File: src/rtl/ptr_agu_pkg.sv
// Shared encodings for the pointer address generator.
package ptr_agu_pkg;
    typedef enum logic [1:0] {
        AM_PLAIN   = 2'd0,
        AM_PREDEC  = 2'd1,
        AM_POSTINC = 2'd2,
        AM_OFFSET  = 2'd3
    } amode_e;

    typedef enum logic [1:0] {
        OP_DLOAD  = 2'd0,
        OP_DSTORE = 2'd1,
        OP_PLOAD  = 2'd2,
        OP_XLOAD  = 2'd3
    } aop_e;
endpackage

File: src/rtl/ptr_data_agu.sv
// Data-memory address path. Computes the effective address and the pointer
// write-back for the four data addressing modes. Purely combinational;
// all arithmetic wraps in PTR_W bits. Assumes the displacement is unsigned.
module ptr_data_agu
    import ptr_agu_pkg::*;
#(
    parameter int PTR_W  = 16,
    parameter int DISP_W = 6
) (
    input  amode_e             mode,
    input  logic [PTR_W-1:0]   ptr,
    input  logic [DISP_W-1:0]  disp,
    output logic [PTR_W-1:0]   addr,
    output logic               wb_en,
    output logic [PTR_W-1:0]   wb_ptr
);
    logic [PTR_W-1:0] ptr_dec;
    logic [PTR_W-1:0] ptr_inc;
    logic [PTR_W-1:0] ptr_off;

    // Candidate results for every mode, all modulo 2^PTR_W.
    always_comb begin
        ptr_dec = ptr - PTR_W'(1);
        ptr_inc = ptr + PTR_W'(1);
        ptr_off = ptr + PTR_W'(disp);
    end

    // Mode select for address and write-back.
    always_comb begin
        addr   = ptr;
        wb_en  = 1'b0;
        wb_ptr = ptr;
        unique case (mode)
            AM_PLAIN:   addr = ptr;
            AM_PREDEC: begin
                addr   = ptr_dec;
                wb_en  = 1'b1;
                wb_ptr = ptr_dec;
            end
            AM_POSTINC: begin
                addr   = ptr;
                wb_en  = 1'b1;
                wb_ptr = ptr_inc;
            end
            AM_OFFSET:  addr = ptr_off;
            default:    addr = ptr;
        endcase
    end
endmodule

File: src/rtl/ptr_prog_agu.sv
// Program-memory byte-load address path. Handles the short form (pointer
// only) and the extended form ({page, pointer}). Only the plain and
// post-increment modes are legal; others flag an error and suppress
// write-back. The end-of-memory check is built only when PROG_BYTES
// does not cover the whole extended address space.
module ptr_prog_agu
    import ptr_agu_pkg::*;
#(
    parameter int PTR_W      = 16,
    parameter int PAGE_W     = 8,
    parameter int PROG_BYTES = 24'h030000
) (
    input  logic                      ext,
    input  amode_e                    mode,
    input  logic [PTR_W-1:0]          ptr,
    input  logic [PAGE_W-1:0]         page,
    output logic [PTR_W+PAGE_W-1:0]   addr,
    output logic                      wb_en,
    output logic [PTR_W-1:0]          wb_ptr,
    output logic                      page_wb_en,
    output logic [PAGE_W-1:0]         page_wb,
    output logic                      err,
    output logic                      beyond
);
    localparam int ADDR_W = PTR_W + PAGE_W;

    logic [ADDR_W-1:0] wide_inc;
    logic              legal;
    logic              is_inc;

    // Address formation and 24-bit increment.
    always_comb begin
        addr     = ext ? {page, ptr} : {{PAGE_W{1'b0}}, ptr};
        wide_inc = {page, ptr} + ADDR_W'(1);
        legal    = (mode == AM_PLAIN) || (mode == AM_POSTINC);
        is_inc   = (mode == AM_POSTINC);
    end

    // Write-back: the extended form carries into the page, the short form wraps.
    always_comb begin
        err        = !legal;
        wb_en      = legal && is_inc;
        page_wb_en = legal && is_inc && ext;
        wb_ptr     = ext ? wide_inc[PTR_W-1:0] : ptr + PTR_W'(1);
        page_wb    = ext ? wide_inc[ADDR_W-1:PTR_W] : page;
    end

    generate
        if (longint'(PROG_BYTES) >= (longint'(1) << ADDR_W)) begin : g_no_limit
            // Program memory spans the full space: never beyond the end.
            always_comb beyond = 1'b0;
        end else begin : g_limit
            localparam logic [ADDR_W:0] LIMIT = (ADDR_W+1)'(PROG_BYTES);
            // Flag extended reads at or past the end of program memory.
            always_comb beyond = ext && legal && ({1'b0, addr} >= LIMIT);
        end
    endgenerate
endmodule

File: src/rtl/ptr_addr_gen.sv
// Top of the pointer address generator. Assembles the pointer from its
// high/low register bytes, dispatches to the data or program path by
// operation, and registers all results one cycle after the request.
// Assumes callers apply the write-backs to the register file themselves.
module ptr_addr_gen
    import ptr_agu_pkg::*;
#(
    parameter int REG_W      = 8,
    parameter int PAGE_W     = 8,
    parameter int DISP_W     = 6,
    parameter int PROG_BYTES = 24'h030000
) (
    input  logic                        clk,
    input  logic                        rst_n,
    input  logic                        req_valid,
    input  logic [1:0]                  op,
    input  logic [1:0]                  mode,
    input  logic [REG_W-1:0]            ptr_hi,
    input  logic [REG_W-1:0]            ptr_lo,
    input  logic [DISP_W-1:0]           disp,
    input  logic [PAGE_W-1:0]           page,
    output logic                        rsp_valid,
    output logic [2*REG_W+PAGE_W-1:0]   eff_addr,
    output logic                        ptr_wr_en,
    output logic [REG_W-1:0]            ptr_new_hi,
    output logic [REG_W-1:0]            ptr_new_lo,
    output logic                        page_wr_en,
    output logic [PAGE_W-1:0]           page_new,
    output logic                        mode_err,
    output logic                        fill_ones
);
    localparam int PTR_W  = 2 * REG_W;
    localparam int ADDR_W = PTR_W + PAGE_W;

    aop_e             op_e;
    amode_e           mode_e;
    logic [PTR_W-1:0] ptr;

    logic [PTR_W-1:0]  d_addr, d_wb_ptr;
    logic              d_wb_en;
    logic [ADDR_W-1:0] p_addr;
    logic [PTR_W-1:0]  p_wb_ptr;
    logic              p_wb_en, p_page_en, p_err, p_beyond;
    logic [PAGE_W-1:0] p_page;

    // Decode inputs and form the pointer pair.
    always_comb begin
        op_e   = aop_e'(op);
        mode_e = amode_e'(mode);
        ptr    = {ptr_hi, ptr_lo};
    end

    ptr_data_agu #(.PTR_W(PTR_W), .DISP_W(DISP_W)) u_data (
        .mode   (mode_e),
        .ptr    (ptr),
        .disp   (disp),
        .addr   (d_addr),
        .wb_en  (d_wb_en),
        .wb_ptr (d_wb_ptr)
    );

    ptr_prog_agu #(.PTR_W(PTR_W), .PAGE_W(PAGE_W), .PROG_BYTES(PROG_BYTES)) u_prog (
        .ext        (op_e == OP_XLOAD),
        .mode       (mode_e),
        .ptr        (ptr),
        .page       (page),
        .addr       (p_addr),
        .wb_en      (p_wb_en),
        .wb_ptr     (p_wb_ptr),
        .page_wb_en (p_page_en),
        .page_wb    (p_page),
        .err        (p_err),
        .beyond     (p_beyond)
    );

    logic              is_prog;
    logic [ADDR_W-1:0] n_addr;
    logic              n_wb_en;
    logic [PTR_W-1:0]  n_ptr;

    // Choose between the data and program paths.
    always_comb begin
        is_prog = (op_e == OP_PLOAD) || (op_e == OP_XLOAD);
        n_addr  = is_prog ? p_addr : ADDR_W'(d_addr);
        n_wb_en = is_prog ? p_wb_en : d_wb_en;
        n_ptr   = is_prog ? p_wb_ptr : d_wb_ptr;
    end

    // Register results; flags clear when idle or in reset.
    always_ff @(posedge clk) begin
        if (!rst_n) begin
            rsp_valid  <= 1'b0;
            eff_addr   <= '0;
            ptr_wr_en  <= 1'b0;
            ptr_new_hi <= '0;
            ptr_new_lo <= '0;
            page_wr_en <= 1'b0;
            page_new   <= '0;
            mode_err   <= 1'b0;
            fill_ones  <= 1'b0;
        end else begin
            rsp_valid  <= req_valid;
            ptr_wr_en  <= req_valid && n_wb_en;
            page_wr_en <= req_valid && is_prog && p_page_en;
            mode_err   <= req_valid && is_prog && p_err;
            fill_ones  <= req_valid && is_prog && p_beyond;
            if (req_valid) begin
                eff_addr   <= n_addr;
                ptr_new_hi <= n_ptr[PTR_W-1:REG_W];
                ptr_new_lo <= n_ptr[REG_W-1:0];
                page_new   <= p_page;
            end
        end
    end
endmodule

File: config.mk
export PLATFORM = sky130hd
export DESIGN_NAME = ptr_addr_gen
export DESIGN_NICKNAME = d
export VERILOG_FILES = /design/src/rtl/ptr_agu_pkg.sv /design/src/rtl/ptr_data_agu.sv /design/src/rtl/ptr_prog_agu.sv /design/src/rtl/ptr_addr_gen.sv
export SDC_FILE = /design/constraint.sdc
export NUM_CORES = 1
export LEC_CHECK = 0
export ABC_AREA = 1
export BUFFER_PORTS_ARGS = -buffer_cell sky130_fd_sc_hd__buf_2
export CAP_MARGIN = 5
export CELL_PAD_IN_SITES_DETAIL_PLACEMENT = 1
export CELL_PAD_IN_SITES_GLOBAL_PLACEMENT = 1
export CORE_MARGIN = 4
export CORE_UTILIZATION = 42
export CTS_CLUSTER_SIZE = 12
export DETAILED_ROUTE_END_ITERATION = 8
export PLACE_DENSITY = 0.94
export SYNTH_ARGS = -nofsm -noshare
export SYNTH_HDL_FRONTEND = slang
export SYNTH_HIERARCHICAL = 1
export SYNTH_SLANG_ARGS = --single-unit
File: constraint.sdc
create_clock -name clk -period 3.3 [get_ports clk]
set_input_delay 0.165 -clock clk [delete_from_list [all_inputs] [get_ports clk]]
set_output_delay 0.165 -clock clk [all_outputs]
set_load 0.05 [all_outputs]
# == Yosys cells after proc, flatten, opt, wreduce, memory -nomap -nowiden ==
# Index checks and enable logic that the tools add are counted.
# Widths: inputs -> output; s select.
# classes
n_addsub,4
multipliers,0
n_div,0
magnitude_cmp,1
n_eq_ne,5
n_shift,0
n_mux,9
n_bitwise,0
reduce_logical,15
# op_table
cell,count
$mux 24,2
$pmux 16 s3,1
$mux 16,2
$pmux 16 s2,1
$add 24x1->24 const B,1
$ge 24x18->1 const B,1
$add 16x1->16 const B,1
$add 16x6->16,1
$sub 16x1->16 const B,1
$logic_and 1x1->1,9
$eq 2x2->1 const B,4
$mux 8,1
$reduce_or 2->1,2
$eq 2x1->1 const B,1
$logic_not 2->1,1
$logic_or 1x1->1,2
$mux 1,2
$logic_not 1->1,1
# totals
ff_bits,53
latch_bits,0
ramBits,0
romBits,0
output_inout_bits,53
wordCells,43
memories,0

# == Depth between registers and ports, before layout ==
# Gate-level depths: netlist (run 1).
# logic_depth
depth_word,5
mapped_depth,17
depth_no_buf,17

# == Modules after synthesis ==
# Netlist (run 1), hierarchy kept.
# modules_own_cells
module,instances,cells_each,area_each_um2,seq_area_each_um2
ptr_addr_gen,1,365,2338.5,1061.0
ptr_data_agu,1,417,1989.4,0.0
ptr_prog_agu,1,157,910.9,0.0

# == Least setup slack after synthesis (run 1) ==
# Ideal clock, no wire load.
# synth_path
path_kind,in2reg
startpoint,input disp[0]
endpoint,register eff_addr[10]
setup_time_ns,0.064
t_arrival_ns,1.606
setup_slack_ns,1.630
stages,14
path_buffers,0
path_cell_list,ha_1 -> inv_1 -> fa_1 -> inv_1 -> nand4_1 -> nand2_1 -> nand3_1 -> nand2_1 -> nand2_1 -> o21bai_1 -> inv_1 -> nor2_1 -> nor2_1 -> nor2_1
# synth_between
elab_chain_len,3
# synth_lines
element,line_no,text
"start, declared",ptr_addr_gen.sv:20,"input logic [DISP_W-1:0] disp,"
$add 16x6->16,ptr_data_agu.sv:25,ptr_off = ptr + PTR_W'(disp);
$pmux 16 s3,ptr_data_agu.sv:33,unique case (mode)
named net d_addr[10],ptr_addr_gen.sv:39,"logic [PTR_W-1:0] d_addr, d_wb_ptr;"
$mux 24,ptr_addr_gen.sv:84,n_addr = is_prog ? p_addr : ADDR_W'(d_addr);
"end signal, assigned",ptr_addr_gen.sv:108,eff_addr <= n_addr;
"end, declared",ptr_addr_gen.sv:23,"output logic [2*REG_W+PAGE_W-1:0] eff_addr,"
# The timed path passes the listed nets, and every way through them passes these cells.
# A chain may end at the register's enable or synchronous reset.

# == Worst setup path after layout (run 1) ==
# layout_path
startpoint,input ptr_lo[0]
endpoint,register eff_addr[6]
# layout_between
elab_chain_len,3
elab_cells_between_ends,4
cone_classes,2 x add/sub; 2 x mux
# layout_lines
element,line_no,text
"start, declared",ptr_addr_gen.sv:19,"input logic [REG_W-1:0] ptr_lo,"
$add 16x6->16 or $sub 16x1->16 (tied branches),"ptr_data_agu.sv:25, ptr_data_agu.sv:23",
$pmux 16 s3 (*),ptr_data_agu.sv:33,
named net d_addr[6],ptr_addr_gen.sv:39,
$mux 24 (*),ptr_addr_gen.sv:84,
# Mark *: on every way through the listed nets, which the timed path passes. The rest lies on a longest branch.

==> impl_metrics.env, run 1 <==
export IMPL_status="complete, no violations"
export IMPL_min_period_over_period_pct=66.48
export IMPL_cts_hold_buf=0
export IMPL_htree_levels=2
export IMPL_number_of_failing_hold_endpoints_at_the_final_stage=0
export IMPL_drv_slew=0
export IMPL_placed_cell_areas_sq_um=5595
export IMPL_tightest_slew_ps=771.0
export IMPL_netSwitchingFraction_pct=41.46
export IMPL_share_seq_of_total_power_pct=35.9
export IMPL_fp_dieArea_sq_um=14320
export IMPL_ys_seq_area_share_pct=20.25
export IMPL_post_cts_resized_instances=0
export IMPL_ys_warn_count=6
export IMPL_top_layer="met4"
export IMPL_initial_utilization_pct=43.25
export IMPL_vias=6166
export IMPL_cp_end_kind="register"
export IMPL_grt_setup_unrepaired="false"
export IMPL_placementRows=40
export IMPL_detail_route_first_pass_iterations=5
export IMPL_yosysMostFrequentCell="sky130_fd_sc_hd__nand2_1"
export IMPL_drc_errors=0
export IMPL_globalRoute_totalOverflow=0
export IMPL_ys_async_sr_fraction_pct=0
export IMPL_crit_path_start_kind="primary input"
export IMPL_cts_root_to_sink_buffers=2
export IMPL_critPathMaxFanout=11
export IMPL_grt_antenna_before_repair=0
export IMPL_finish_net_count=1037
export IMPL_pwr_share_clk_pct=27.7
export IMPL_num_io_pins=90
export IMPL_critical_path_slowest_cell="sky130_fd_sc_hd__fa_1"
export IMPL_synth_seq_cells=53
export IMPL_path_buf_inv=4
export IMPL_synthTopCellsByArea="sky130_fd_sc_hd__dfxtp_1 (20%), sky130_fd_sc_hd__nand2_1 (20%), sky130_fd_sc_hd__nor2_1 (12%), sky130_fd_sc_hd__inv_1 (7.7%), sky130_fd_sc_hd__nand3_1 (6.2%)"
export IMPL_clock_insertion_delay_worst_skew_ps=300
export IMPL_grt_max_degree=76
export IMPL_first_global_vias=6142
export IMPL_die_height_um=119.7
export IMPL_skew_ps=0
export IMPL_slowest_delay_ps=370
export IMPL_groute_usage_overall_pct=26.84
export IMPL_synth_top_cell_by_area="sky130_fd_sc_hd__dfxtp_1"
export IMPL_tritoncts="yes"
export IMPL_n_fill_cell=1811
export IMPL_met2_length_mm=8.531
export IMPL_timing_worst_setup_path_type="primary input to register"
export IMPL_postLayoutCellArea_sq_um=5744
export IMPL_post_synth_instance_area_sq_um=5239
export IMPL_cap_violations=0
export IMPL_detail_route_wirelength_met1_mm=8.750
export IMPL_synthCells=939
export IMPL_core_area_sq_um=12110
export IMPL_grt_first_pass_wirelength_mm=31.49
export IMPL_power_leakage_uw=0.003110
export IMPL_synth_top_area_share_pct=20.25
export IMPL_gpl_final_weighted_congestion=0.9315
export IMPL_totalNegativeSetupSlack_ps=0
export IMPL_p_switching_uw=809.5
export IMPL_routed_wirelength_mm=19.31
export IMPL_post_cts_setup_buffer_count=0
export IMPL_synth_edff_count=0
export IMPL_drive_gt1_share_pct=14.71
export IMPL_post_synth_cell_area_avg_sq_um=5.579
export IMPL_vdd_ir_drop_max_v=0.0001781
export IMPL_cts_root_buffer="sky130_fd_sc_hd__clkbuf_16"
export IMPL_routed_wl_met3_mm=1.559
export IMPL_routedWlPerCell_um=16.71
export IMPL_min_path_type="primary input to register"
export IMPL_fin_crit_ps=2194
export IMPL_placement_io_buffers=89
export IMPL_portion_of_total_power_attributed_to_combinational_logic_pct=36.4
export IMPL_power_density_cell_area_nw_per_um2=339.9
export IMPL_fp_dieW_um=119.7
export IMPL_clk_pin_slew_worst_paths_ps=70
export IMPL_syn_num_nets=991
export IMPL_timing_critical_path_cells="buf_2 -> ha_1 -> inv_1 -> fa_1 -> inv_1 -> nand4_1 -> nand2_1 -> a21oi_1 -> o21ai_0 -> nand2_1 -> inv_1 -> nor2_1 -> nor2_1 -> nor2_1"
export IMPL_post_drt_via_cell_ratio=5.339
export IMPL_synth_common_cells="sky130_fd_sc_hd__nand2_1 (279), sky130_fd_sc_hd__nor2_1 (173), sky130_fd_sc_hd__inv_1 (108), sky130_fd_sc_hd__nand3_1 (65), sky130_fd_sc_hd__o21ai_0 (65)"
export IMPL_cp_arrival_ps=2380
export IMPL_post_synth_num_cell_types=43
export IMPL_internal_power_uw=1143
export IMPL_path_delay_family="simple AND/OR/NAND/NOR gates"
export IMPL_yosys_most_used_dff="sky130_fd_sc_hd__dfxtp_1"
export IMPL_slew_headroom_pct=48.60
export IMPL_setup_violations=0
export IMPL_worst_endpoint_required_ps=3480
export IMPL_antenna_violating_nets_post_route=0
export IMPL_syn2layout_area_growth_pct=9.649
export IMPL_maxClockFrequency_mhz=455.8
export IMPL_drt_iter0_drc=704
export IMPL_numClockSinks=53
export IMPL_cts_inserted_buffers=5
export IMPL_detailedPlacementHpwl_mm=14.13
stage by stage:
step           utilization (%)  hold slack (ps)  setup WS [ps]  instances  power [uW]
2_1_floorplan                -            354.0           1630        939        1221
3_3_place_gp             46.20            454.8          990.0       1146        1385
3_5_place_dp             46.20            455.3          945.8       1146        1405
4_1_cts                  47.41            160.6           1171       1154        1956
5_1_grt                  47.41            179.8          953.8       1154        2062
6_report                 47.43            170.8           1106       1155        1953
state kept, by name (all words and copies together), names as in the netlist:
name,flops
page_new,8
ptr_wr_en,1
ptr_new_lo,8
page_wr_en,1
rsp_valid,1
fill_ones,1
mode_err,1
eff_addr,24
ptr_new_hi,8
cells by family after synthesis:
logic type | count (synthesis) | synth area share [%]
flip-flops | 53 | 20.25
AO/OA/AOI/OAI | 116 | 11.54
adder cells (fa/ha/maj) | 15 | 3.726
buffers and inverters | 175 | 15.12
XOR/XNOR | 16 | 2.818
AND/OR/NAND/NOR | 564 | 46.55
layout by cell type (no fill, tap or decap), drive strengths merged, types with 3 or more instances in the layout:
cell,synthesis,routed
o21ai,80,80
buf,46,95
clkbuf,10,5
a31oi,4,4
a21oi,25,25
dfxtp,53,53
nand2,287,287
xor2,10,10
o22ai,3,3
xnor2,6,6
nand3,71,71
or2,4,4
nor3,8,8
ha,14,14
nand4,6,6
inv,116,117
nor2,185,185
clkinv,3,4
power by group through the flow:
| stage | clock network (uW) | logic, uW | registers, uW |
|---|---|---|---|
| 2_1_floorplan | 0 | 374 | 846 |
| 3_3_place_gp | 0 | 672 | 713 |
| 6_report | 542 | 711 | 700 |
| 3_5_place_dp | 0 | 690 | 715 |
| 4_1_cts | 554 | 703 | 700 |
| 5_1_grt | 576 | 781 | 705 |
area by class of cell:
class,count,area [sq um],area share [%]
clock buffers,5,125.1,2.178
multi-input cells,711,3386,58.94
diodes,1,2.502,0.04356
flip-flops and latches,53,1061,18.47
repair buffers,95,490.5,8.538
well taps,168,210.2,3.659
clock inverters,3,21.27,0.3703
inverters,119,447.9,7.798
layer usage:
| metal | vias up | track usage (%) |
|---|---|---|
| met1 | 2884 | 37.01 |
| li1 | 2981 | - |
| met2 | 264 | 42.90 |
| met4 | 0 | 8.590 |
| met5 | - | 0 |
| met3 | 37 | 4.241 |
worst paths after layout:
check / startpoint / to / slack (ps) / cells past startpoint
worst min register to register: eff_addr[16]$_SDFFE_PN0P_ / eff_addr[16]$_SDFFE_PN0P_ / 470 / 2
worst max-delay path: ptr_lo[0] / eff_addr[6]$_SDFFE_PN0P_ / 1110 / 14
worst max register to register: eff_addr[18]$_SDFFE_PN0P_ / eff_addr[18]$_SDFFE_PN0P_ / 2590 / 2
worst min-delay path: mode[0] / mode_err$_SDFF_PN0_ / 170 / 3
tightest hold or removal path: stages:
cell	delay [ps]
sky130_fd_sc_hd__buf_2	140
sky130_fd_sc_hd__nand2_1	70
sky130_fd_sc_hd__nor2_1	40
Note: power is estimated with default switching activity, not from simulation.
==> run 2, diff against run 1 <==
Settings changed: CORE_UTILIZATION 42 to 35, PLACE_DENSITY 0.94 to 0.84.
Clock period 3.3 ns to 1.9 ns, I/O delays scaled along.
==> run 2 against run 1 <==
Clock skew stayed put. First-iteration DRC count decreased by 46%. Core utilization decreased by 4.9 points. Setup slack got worse by 860 ps. Clock-buffer cell count is the same. Critical path type unchanged. Critical endpoint is now eff_addr[10]$_SDFFE_PN0P_.
==> impl_metrics.env, run 2 (synthesis gave the netlist of run 1 again) <==
export IMPL_cp_arrival_ps=1890
export IMPL_globalRoute_totalOverflow=0
export IMPL_post_cts_setup_buffer_count=0
export IMPL_grt_first_pass_wirelength_mm=30.40
export IMPL_cts_root_buffer="sky130_fd_sc_hd__clkbuf_16"
export IMPL_power_density_cell_area_nw_per_um2=560.0
export IMPL_num_io_pins=90
export IMPL_setup_violations=0
export IMPL_placementRows=44
export IMPL_timing_critical_path_cells="buf_2 -> ha_1 -> inv_1 -> fa_1 -> inv_1 -> nand4_1 -> nand2_1 -> nand3_1 -> nand2_1 -> nand2_1 -> o21bai_1 -> inv_1 -> nor2_1 -> nor2_1 -> nor2_1"
export IMPL_routedWlPerCell_um=15.39
export IMPL_placement_io_buffers=89
export IMPL_mostFrequentLayoutCells="sky130_fd_sc_hd__nand2_1 (279), sky130_fd_sc_hd__nor2_1 (173), sky130_fd_sc_hd__inv_1 (108), sky130_fd_sc_hd__buf_2 (89), sky130_fd_sc_hd__o21ai_0 (65)"
export IMPL_critical_path_slowest_cell="sky130_fd_sc_hd__fa_1"
export IMPL_n_fill_cell=2074
export IMPL_fp_dieArea_sq_um=16990
export IMPL_core_area_sq_um=14590
export IMPL_clock_insertion_delay_worst_skew_ps=290
export IMPL_initial_utilization_pct=35.91
export IMPL_mostFrequentLayoutCell="sky130_fd_sc_hd__nand2_1"
export IMPL_post_cts_resized_instances=0
export IMPL_finalNonFillerCells=1223
export IMPL_fp_dieW_um=130.3
export IMPL_syn2layout_area_growth_pct=18.53
export IMPL_tightest_slew_ps=591.0
export IMPL_min_path_type="primary input to register"
export IMPL_status="complete, no violations"
export IMPL_crit_path_start_kind="primary input"
export IMPL_cts_inserted_buffers=5
export IMPL_grt_antenna_before_repair=1
export IMPL_finish_net_count=1089
export IMPL_vias=6242
export IMPL_gpl_final_weighted_congestion=0.9098
export IMPL_numClockSinks=53
export IMPL_post_drt_via_cell_ratio=5.104
export IMPL_routed_wirelength_mm=18.83
export IMPL_power_leakage_uw=0.003380
export IMPL_fin_crit_ps=1657
export IMPL_drv_slew=0
export IMPL_path_buf_inv=4
export IMPL_worst_endpoint_required_ps=2130
export IMPL_max_flop_register="eff_addr"
export IMPL_slew_headroom_pct=60.60
export IMPL_min_period_over_period_pct=87.20
export IMPL_placed_cell_areas_sq_um=6056
export IMPL_slowest_delay_ps=370
export IMPL_drt_iter0_drc=383
export IMPL_maxClockFrequency_mhz=603.6
export IMPL_drive_gt1_share_pct=19.08
export IMPL_htree_levels=2
export IMPL_antenna_violating_nets_post_route=0
export IMPL_drc_errors=0
export IMPL_largest_reg_flops=24
export IMPL_timing_worst_setup_path_type="primary input to register"
export IMPL_skew_ps=0
export IMPL_vdd_ir_drop_max_v=0.0003641
export IMPL_groute_usage_overall_pct=22.13
export IMPL_grt_max_degree=84
export IMPL_critPathMaxFanout=7
export IMPL_detailedPlacementHpwl_mm=14.68
export IMPL_number_of_failing_hold_endpoints_at_the_final_stage=0
export IMPL_placed_cells=1214
export IMPL_cts_hold_buf=0
export IMPL_cp_end_kind="register"
export IMPL_postLayoutCellArea_sq_um=6210
export IMPL_die_height_um=130.3
export IMPL_cts_root_to_sink_buffers=2
export IMPL_grt_setup_unrepaired="false"
export IMPL_clk_pin_slew_worst_paths_ps=70
export IMPL_tritoncts="yes"
export IMPL_path_delay_family="simple AND/OR/NAND/NOR gates"
export IMPL_layout_core_utilization_pct=42.56
export IMPL_first_global_vias=5984
export IMPL_detail_route_first_pass_iterations=5
export IMPL_cap_violations=0
==> run 2: cell count changes in the layout (fill, tap and decap cells not counted) <==
cell and delta:
sky130_fd_sc_hd__buf_4 +48, sky130_fd_sc_hd__buf_12 +4, sky130_fd_sc_hd__nand3_1 -1, sky130_fd_sc_hd__nand3_2 +1
==> run 2: through the flow <==
step                      hold WS (ps)  setup slack (ps)  power, uW  TNS, ps
after CTS                        94.89             258.4       3505        0
after floorplan                  284.0             300.1       2120        0
after global routing             110.4             24.04       3680        0
after detailed placement         408.7            -27.31       2560   -92.43
after global placement           393.3             40.65       2522        0
final                            101.2             243.2       3477        0
==> run 2: layout make-up <==
cell class	instances	area (sq um)	area share (%)
Clock buffer	5	125.1	2.015
Timing Repair Buffer	147	930.9	14.99
Clock inverter	3	21.27	0.3425
Sequential cell	53	1061	17.09
Tap cell	184	230.2	3.707
Inverter	119	447.9	7.213
Multi-Input combinational cell	711	3391	54.60
Antenna cell	1	2.502	0.04030
==> run 2: worst min-delay path: stages <==
cell and delay, ps:
sky130_fd_sc_hd__buf_2 150, sky130_fd_sc_hd__nand2_1 70, sky130_fd_sc_hd__nor2_1 40
==> run 2: report_power, final <==
part	internal [uW]	leakage (uW)	switching, uW
logic	400	0.00287	931
clock network	492	0.0000702	440
registers	1180	0.000438	35.5
total	2070	0.00338	1410
==> run 2: metal layers <==
metal	GRT usage, %	vias up	part of all wire (%)
met3	2.169	21	5.3
met1	30.35	2987	46
li1	-	3087	-
met5	0	-	0
met2	37.72	147	47
met4	4.840	0	1.4
==> run 2: final timing paths <==
kind,start,to,slack (ps),cells past startpoint
setup / recovery,ptr_lo[0],eff_addr[10]$_SDFFE_PN0P_,240,15
hold reg to reg,eff_addr[20]$_SDFFE_PN0P_,eff_addr[20]$_SDFFE_PN0P_,470,2
hold / removal,mode[0],mode_err$_SDFF_PN0_,100,3
setup reg to reg,eff_addr[8]$_SDFFE_PN0P_,eff_addr[8]$_SDFFE_PN0P_,1140,2
